<file path="src/rtl/bru_pkg.sv">
// Package: shared types for the conditional relative branch unit.
// Assumes a 4-bit condition code split as {base[2:0], invert}.
package bru_pkg;

    // Status flags as one bundle.
    typedef struct packed {
        logic c;
        logic z;
        logic s;
        logic o;
        logic p;
    } bru_flags_t;

    // Base tests selected by condition code bits 3..1.
    typedef enum logic [2:0] {
        BT_OVF      = 3'd0,
        BT_BELOW    = 3'd1,
        BT_EQUAL    = 3'd2,
        BT_BELOW_EQ = 3'd3,
        BT_SIGN     = 3'd4,
        BT_PARITY   = 3'd5,
        BT_LESS     = 3'd6,
        BT_LESS_EQ  = 3'd7
    } bru_base_t;

endpackage

</file>
<file path="src/rtl/bru_cond_eval.sv">
// Module: bru_cond_eval
// Combinational decision: selects a base test from cc[3:1] and inverts
// it when cc[0] is set. Assumes the flags are stable for the whole cycle;
// no state is kept here.
module bru_cond_eval
    import bru_pkg::*;
#(
    parameter int CC_W = 4
) (
    input  bru_flags_t      flags,
    input  logic [CC_W-1:0] cc,
    output logic            hit
);

    bru_base_t base_sel;
    logic      base_hit;
    logic      lt_signed;

    // Signed less-than term shared by two base tests.
    always_comb lt_signed = flags.s ^ flags.o;

    // Map the code to its base test.
    always_comb base_sel = bru_base_t'(cc[CC_W-1:1]);

    // Evaluate the selected base test.
    always_comb begin
        unique case (base_sel)
            BT_OVF:      base_hit = flags.o;
            BT_BELOW:    base_hit = flags.c;
            BT_EQUAL:    base_hit = flags.z;
            BT_BELOW_EQ: base_hit = flags.c | flags.z;
            BT_SIGN:     base_hit = flags.s;
            BT_PARITY:   base_hit = flags.p;
            BT_LESS:     base_hit = lt_signed;
            BT_LESS_EQ:  base_hit = lt_signed | flags.z;
            default:     base_hit = 1'b0;
        endcase
    end

    // Apply the invert bit.
    always_comb hit = base_hit ^ cc[0];

endmodule

</file>
<file path="src/rtl/bru_target_add.sv">
// Module: bru_target_add
// Computes next_ip + sign_extend(disp) modulo 2^ADDR_W. With SPLIT_ADD=1
// only the low DISP_W bits use a full adder; the upper part is
// incremented, decremented or passed through. Assumes ADDR_W > DISP_W.
module bru_target_add #(
    parameter int ADDR_W    = 16,
    parameter int DISP_W    = 8,
    parameter bit SPLIT_ADD = 1'b1
) (
    input  logic [ADDR_W-1:0] base_ip,
    input  logic [DISP_W-1:0] disp,
    output logic [ADDR_W-1:0] sum_ip
);

    localparam int HI_W = ADDR_W - DISP_W;

    generate
        if (SPLIT_ADD) begin : g_split
            logic [DISP_W:0]   lo_sum;
            logic [HI_W-1:0]   hi_in;
            logic [HI_W-1:0]   hi_out;
            logic              lo_carry;
            logic              neg;

            // Add the displacement into the low field.
            always_comb lo_sum = {1'b0, base_ip[DISP_W-1:0]} + {1'b0, disp};

            // Split out the carry, the sign and the upper field.
            always_comb begin
                lo_carry = lo_sum[DISP_W];
                neg      = disp[DISP_W-1];
                hi_in    = base_ip[ADDR_W-1:DISP_W];
            end

            // Adjust the upper field by +1, -1 or 0.
            always_comb begin
                if (!neg && lo_carry)
                    hi_out = hi_in + HI_W'(1);
                else if (neg && !lo_carry)
                    hi_out = hi_in - HI_W'(1);
                else
                    hi_out = hi_in;
            end

            // Join the two fields.
            always_comb sum_ip = {hi_out, lo_sum[DISP_W-1:0]};
        end else begin : g_full
            logic [ADDR_W-1:0] ext;

            // Sign-extend, then use one full-width adder.
            always_comb ext = {{HI_W{disp[DISP_W-1]}}, disp};

            // Full-width sum.
            always_comb sum_ip = base_ip + ext;
        end
    endgenerate

endmodule

</file>
<file path="src/rtl/bru_top.sv">
// Module: bru_top
// Conditional relative branch unit. Samples flags, code, next address
// and displacement each clock. One cycle later it presents the decision
// and the pointer to fetch from. Reset is synchronous and active-low.
module bru_top
    import bru_pkg::*;
#(
    parameter int ADDR_W    = 16,
    parameter int DISP_W    = 8,
    parameter int CC_W      = 4,
    parameter bit SPLIT_ADD = 1'b1
) (
    input  logic              clk,
    input  logic              rst_n,
    input  logic              flag_c,
    input  logic              flag_z,
    input  logic              flag_s,
    input  logic              flag_o,
    input  logic              flag_p,
    input  logic [CC_W-1:0]   cond_code,
    input  logic [ADDR_W-1:0] next_ip,
    input  logic [DISP_W-1:0] disp,
    output logic              taken,
    output logic [ADDR_W-1:0] target_ip
);

    localparam int HI_W = ADDR_W - DISP_W;

    bru_flags_t        flags;
    logic              hit;
    logic [ADDR_W-1:0] jump_ip;
    logic              primed;

    // Bundle the flag pins.
    always_comb flags = '{c: flag_c, z: flag_z, s: flag_s, o: flag_o, p: flag_p};

    bru_cond_eval #(.CC_W(CC_W)) u_cond (
        .flags (flags),
        .cc    (cond_code),
        .hit   (hit)
    );

    bru_target_add #(
        .ADDR_W    (ADDR_W),
        .DISP_W    (DISP_W),
        .SPLIT_ADD (SPLIT_ADD)
    ) u_add (
        .base_ip (next_ip),
        .disp    (disp),
        .sum_ip  (jump_ip)
    );

    // Register the decision and the selected pointer.
    always_ff @(posedge clk) begin
        if (!rst_n) begin
            taken     <= 1'b0;
            target_ip <= '0;
        end else begin
            taken     <= hit;
            target_ip <= hit ? jump_ip : next_ip;
        end
    end

    // Marks that the previous edge was out of reset; used by the checks.
    always_ff @(posedge clk) begin
        if (!rst_n) primed <= 1'b0;
        else        primed <= 1'b1;
    end

    // a jump that is not taken passes the address through.
    a_r9_not_taken_passthrough: assert property (@(posedge clk) disable iff (!rst_n)
        (primed && !taken) |-> (target_ip == $past(next_ip)));

    // a taken jump lands at the address plus the sign-extended displacement.
    a_r8_taken_target: assert property (@(posedge clk) disable iff (!rst_n)
        (primed && taken) |->
        (target_ip == ADDR_W'($past(next_ip) + {{HI_W{$past(disp[DISP_W-1])}}, $past(disp)})));

    // equal follows the zero flag.
    a_r4_equal_zero: assert property (@(posedge clk) disable iff (!rst_n)
        (primed && $past(cond_code) == CC_W'(4)) |-> (taken == $past(flag_z)));

    // below follows carry.
    a_r5_below_carry: assert property (@(posedge clk) disable iff (!rst_n)
        (primed && $past(cond_code) == CC_W'(2)) |-> (taken == $past(flag_c)));

    // greater-or-equal is taken when sign equals overflow.
    a_r6_ge_signed: assert property (@(posedge clk) disable iff (!rst_n)
        (primed && $past(cond_code) == CC_W'(13)) |-> (taken == ($past(flag_s) == $past(flag_o))));

    // outputs hold when the inputs held.
    a_r2_stable_inputs: assert property (@(posedge clk) disable iff (!rst_n)
        (primed && $stable(next_ip) && $stable(disp) && $stable(cond_code) && $stable(flags))
        |=> ($stable(taken) && $stable(target_ip)));

endmodule

</file>
<file path="config.mk">
export PLATFORM = sky130hd
export DESIGN_NAME = bru_top
export DESIGN_NICKNAME = d
export VERILOG_FILES = /design/src/rtl/bru_pkg.sv /design/src/rtl/bru_cond_eval.sv /design/src/rtl/bru_target_add.sv /design/src/rtl/bru_top.sv
export SDC_FILE = /design/constraint.sdc
export NUM_CORES = 1
export LEC_CHECK = 0
export BUFFER_PORTS_ARGS = -buffer_cell sky130_fd_sc_hd__buf_2
export CAP_MARGIN = 20
export CORE_MARGIN = 8
export CORE_UTILIZATION = 35
export CTS_CLUSTER_SIZE = 24
export DETAILED_ROUTE_END_ITERATION = 8
export PLACE_DENSITY_LB_ADDON = 0.2
export SYNTH_ARGS = -nofsm -noshare
export SYNTH_HDL_FRONTEND = slang
export SYNTH_HIERARCHICAL = 1
export SYNTH_SLANG_ARGS = --single-unit
</file>
<file path="constraint.sdc">
create_clock -name clk -period 2.7 [get_ports clk]
set_clock_uncertainty 0.1 [all_clocks]
set_input_delay 0.135 -clock clk [delete_from_list [all_inputs] [get_ports clk]]
set_output_delay 0.135 -clock clk [all_outputs]
set_load 0.005 [all_outputs]
</file>
### Yosys cells after proc, flatten, opt, wreduce, memory -nomap -nowiden

Cells that the tools add are included.

| storage, ports and cells | value |
|---|---|
| word-level logic and storage cells | 25 |
| flip-flop bits (word level) | 17 |
| memories kept | 0 |
| output and inout port bits | 17 |
| bits in latches | 0 |
| memory bits (read-only) | 0 |
| bits in writable memories | 0 |

| operators by class | value |
|---|---|
| bitwise operators | 4 |
| add/sub/neg operators | 3 |
| multiplexer cells | 4 |
| shift-type cells | 0 |
| reduce and logical (&&, ||, !) cells | 5 |
| equality and inequality tests | 7 |
| magnitude comparators | 0 |
| $mul | 0 |
| div/mod/pow operators | 0 |

Operators with widths:

| operator | number |
|---|---|
| two-way mux 16 bit | 1 |
| two-way mux 8 bit | 2 |
| equality test 3 bit (second input constant) | 4 |
| adder 8 x 8 -> 9 bit | 1 |
| adder 8 x 1 -> 8 bit (second input constant) | 1 |
| one-hot mux 1 bit (8 select lines) | 1 |
| subtractor 8 x 1 -> 8 bit (second input constant) | 1 |
| equality test 3 x 2 -> 1 bit (second input constant) | 2 |
| equality test 3 x 1 -> 1 bit (second input constant) | 1 |
| logical NOT 3 bit | 1 |
| logical AND 1 bit | 2 |
| logical NOT 1 bit | 2 |
| OR 1 bit | 2 |
| XOR 1 bit | 2 |

### Longest topological paths before layout

| depth | value |
|---|---|
| depth in word-level cells | 6 |
| mapped depth | 10 |

### Hierarchy

Netlist, hierarchy kept.

Modules (own cells, without submodules):

| module | times used | cells each | area an instance (µm²) |
|---|---|---|---|
| bru_top | 1 | 53 | 643.1 |
| bru_target_add | 1 | 81 | 615.6 |
| bru_cond_eval | 1 | 12 | 78.8 |

### Worst setup path before layout

No wires, ideal clock.

| path | value |
|---|---|
| path type | input to register |
| start point | in disp[0] |
| end point | reg target_ip[10] |
| required time | 2535 ps |
| cell stages on the path | 10 |
| arrival | 1719 ps |
| slack | 816 ps |
| library setup time | 65 ps |
| path buffers | 1 |
| cells stage by stage | ha_1 -> fa_1 -> nand2_2 -> a21oi_2 -> o21ai_2 -> buf_6 -> mux2i_1 -> xor2_1 -> mux2i_1 -> nor2b_1 |

| on the way | value |
|---|---|
| cells in the longest elaborated chain, start to end | 6 |
| elaborated cells on any way between the ends | 7 |

RTL lines:

| element | line | source |
|---|---|---|
| from (decl) | bru_top.sv:22 | `input logic [DISP_W-1:0] disp,` |
| adder 8 x 8 -> 9 bit * | bru_target_add.sv:26 | `always_comb lo_sum = {1'b0, base_ip[DISP_W-1:0]} + {1'b0, disp};` |
| logical NOT 1 bit | bru_target_add.sv:39 | `else if (neg && !lo_carry)` |
| logical AND 1 bit | bru_target_add.sv:39 |  |
| two-way mux 8 bit | bru_target_add.sv:39 |  |
| two-way mux 8 bit * | bru_target_add.sv:37 | `if (!neg && lo_carry)` |
| named net jump_ip[10] | bru_top.sv:31 | `logic [ADDR_W-1:0] jump_ip;` |
| two-way mux 16 bit * | bru_top.sv:60 | `target_ip <= hit ? jump_ip : next_ip;` |
| to (signal assigned) | bru_top.sv:60 |  |
| to (decl) | bru_top.sv:24 | `output logic [ADDR_W-1:0] target_ip` |

The timed path passes the listed nets; every way through them passes the cells marked *.
A chain may end at the register's enable or synchronous reset.

### Worst setup path in the final report

| path | value |
|---|---|
| start point | in disp[0] |
| end point | reg target_ip[12] |

Same word-level chain as after synthesis.

==> key figures <==
Synthesis
  – Most used DFF post-synth: dfxtp_1
  – Synth Register Bits: 17
  – Ys async rst share: 0%
  – Syn avg cell area: around 9.2 µm²
  – YS warnings: 6
  – Register area share after synthesis: 25.4%
  – Net count after synthesis: ~190
  – Synth unique cells: 38
  – EDFF count, synth: 0
  – Mapped cell area: about 0.0013 mm²
  – Mapped Cells: approximately 150

Clocking
  – Reg clk slew, reported paths: about 70 ps
  – CTS H-tree lvls: 1
  – Total CTS buffers: 3
  – Hold_buf cts: 0
  – Setup bufs post-CTS: 0
  – CTS tree: yes
  – Clk buf depth: 2
  – Root buffer cell: clkbuf_8
  – Clock sinks: 17
  – Post-cts sizing count: 0

Floorplan
  – Starting Density: 36.5%
  – Die W: slightly below 80 µm
  – Area of the core: about 0.0037 mm²
  – DIE AREA: approximately 0.006 mm²
  – Die Height: 77.8 µm
  – Standard-cell rows: 22
  – Ports: 52

Setup path
  – Critical path's slowest cell: o21ai_2
  – Critical Path RT: between 2000 and 3000 ps
  – Crit path kind: input port to flop
  – Crit path launch type: input port
  – Largest stage delay on the critical path: between 400 and 500 ps
  – Max Fanout on Critical Path: 10
  – Critical path's most frequent cell: mux2i_1
  – Crit path DAT: around 2200 ps
  – CP cell instances: buf_2 -> ha_1 -> fa_1 -> nand2_2 -> a21oi_2 -> o21ai_2 -> mux2i_1 -> xor2_1 -> mux2i_1 -> nor2b_1
  – CP Capture Type: flop

Timing
  – Final Hold Vio Count: 0
  – Endpoints failing setup: 0
  – Slew @ Worst Pin: roughly 570 ps
  – Setup ws final: slightly above 600 ps
  – Rel. slew slack: around 62%
  – Max-slew violation count: 0
  – Fin crit share: between 70% and 80%
  – FMAX: about 480 MHz
  – Final Critical Period: 2090 ps
  – Final TNS setup: 0 ps
  – RSZ-0062 raised after global routing: false

Placed design
  – HPWL after DPL: about 2600 µm
  – Setup WS pre-CTS: 315 ps
  – Final Wtd Congestion: around 0.76
  – IO Port Bufs: 51

Pwr
  – Static Leak: 0.841 nW
  – Reported net switching power: between 0.0002 and 0.00025 W
  – Seq pwr share: between 30% and 40%
  – Comb pwr share: 37.1%
  – Tot Pwr: about 0.00077 W
  – Clock share of power: about a quarter
  – Maximum VDD drop: 193 µV
  – Switch share: between 30 and 40%
  – Pint: ~0.00053 W
  – Pwr dens: 463 mW/mm²

Cells and area
  – N_diodes: 0
  – Area of the multi-input gates: about 930 µm²
  – Layout cells sized above 1: 33.0%
  – P&R area growth vs syn: 24.5%
  – Final Net Count: 244
  – Fill count: 376
  – Seq. cell area: about 340 µm²

Detailed routing
  – Final wirelength: 3170 µm
  – Vias per Instance: 4.82
  – Post-route DRC: 0
  – WL/cell: around 13 µm
  – Drt first pass iters: 4
  – Total number of vias: about 1200
  – First DRT Iteration DRCs: 44
  – Antenna Nets Post-Route: 0

Global route
  – All-Layer GR Usage: about 10%
  – Initial antenna violation count: 0
  – Number of global-route vias before repair: ~1200
  – First-pass GRT wire length: roughly 5200 µm
  – Largest net degree at the start of global routing: 18
  – GRT overflow: 0

Run status
  – Outcome: finished clean

Run
  – Maxcap violations: 0

Min path
  – Hold Path Class: input port to flop
-- layout make-up --
type	count	area share [%]
Clock buffer	4	2.70
Inverter	6	1.35
Multi-Input combinational cell	117	55.7
Sequential cell	17	20.4
Tap cell	48	3.61
Timing Repair Buffer	53	16.2
-- flip-flops by register name, summed over array words and instances (netlist names) --
signal	flops
target_ip	16
taken	1
-- kinds of logic after synthesis --
kind of cell | Yosys count | synth area share, %
AOI/OAI and AO/OA | 20 | 10.7
adders and majority gates | 12 | 11.7
xor gates and xnor gates | 15 | 9.82
DFF | 17 | 25.4
and+or+nand+nor | 47 | 19.4
buffers and inverters | 12 | 5.80
muxes | 23 | 17.2
-- routing by layer --
layer	routed length, µm	GRT usage, %
met1	1360	10.7
met2	1470	17.6
met3	339	5.88
met4	0	1.51
met5	0	0
-- power by group through the flow --
stage          Combinational (W)  Clock, W  Sequential (W)
2_1_floorplan           0.000201         0        0.000300
3_3_place_gp            0.000284         0        0.000294
3_5_place_dp            0.000289         0        0.000295
4_1_cts                 0.000291  0.000207        0.000289
5_1_grt                 0.000319  0.000217        0.000290
6_report                0.000286  0.000196        0.000288
-- through the flow --
stage | cells | hold WS, ps | instance area [µm²] | util, %
2_1_floorplan | 146 | 163 | 1340 | -
3_3_place_gp | 241 | 310 | 1620 | 44.3
3_5_place_dp | 241 | 318 | 1620 | 44.3
4_1_cts | 245 | 45.8 | 1670 | 45.5
5_1_grt | 245 | 57.0 | 1670 | 45.5
6_report | 245 | 54.0 | 1670 | 45.5
-- cell usage in the layout (no fill, tap or decap), drive strengths merged, types with 2 or more instances in the layout --
master / n
nand4: 2
nor3: 3
ha: 10
nand2: 10
a21oi: 6
inv: 6
dfxtp: 17
clkbuf: 4
xor2: 6
o21ai: 7
nor2b: 16
mux2i: 23
nor2: 8
buf: 53
xnor2: 9
-- critical path: cells and delay by family --
kind | cells | cell delay (ps)
adders and majority gates | 2 | 640
AOI/OAI and AO/OA | 2 | 560
muxes | 2 | 380
and+or+nand+nor | 2 | 210
xor gates and xnor gates | 1 | 170
buffers and inverters | 1 | 100
-- synth_stat cells, types with 2 or more instances --
library cell	instances	area, µm²
a21oi_1	5	25.0
buf_6	2	22.5
clkbuf_1	2	7.51
dfxtp_1	17	340
ha_1	10	125
inv_1	6	22.5
mux2i_1	23	230
nand2_1	9	33.8
nand4_1	2	12.5
nor2_1	8	30.0
nor2b_1	16	100
nor3_1	3	15.0
o21ai_0	3	15.0
o21ai_1	2	10.0
o21ai_2	2	17.5
xnor2_1	9	78.8
xor2_1	6	52.6
-- final timing paths --
check	start	to	slack, ps	cells after the start
max	disp[0]	target_ip[12]	610	10
min	next_ip[3]	target_ip[3]	50	3
Note: power is estimated with default switching activity, not from simulation.
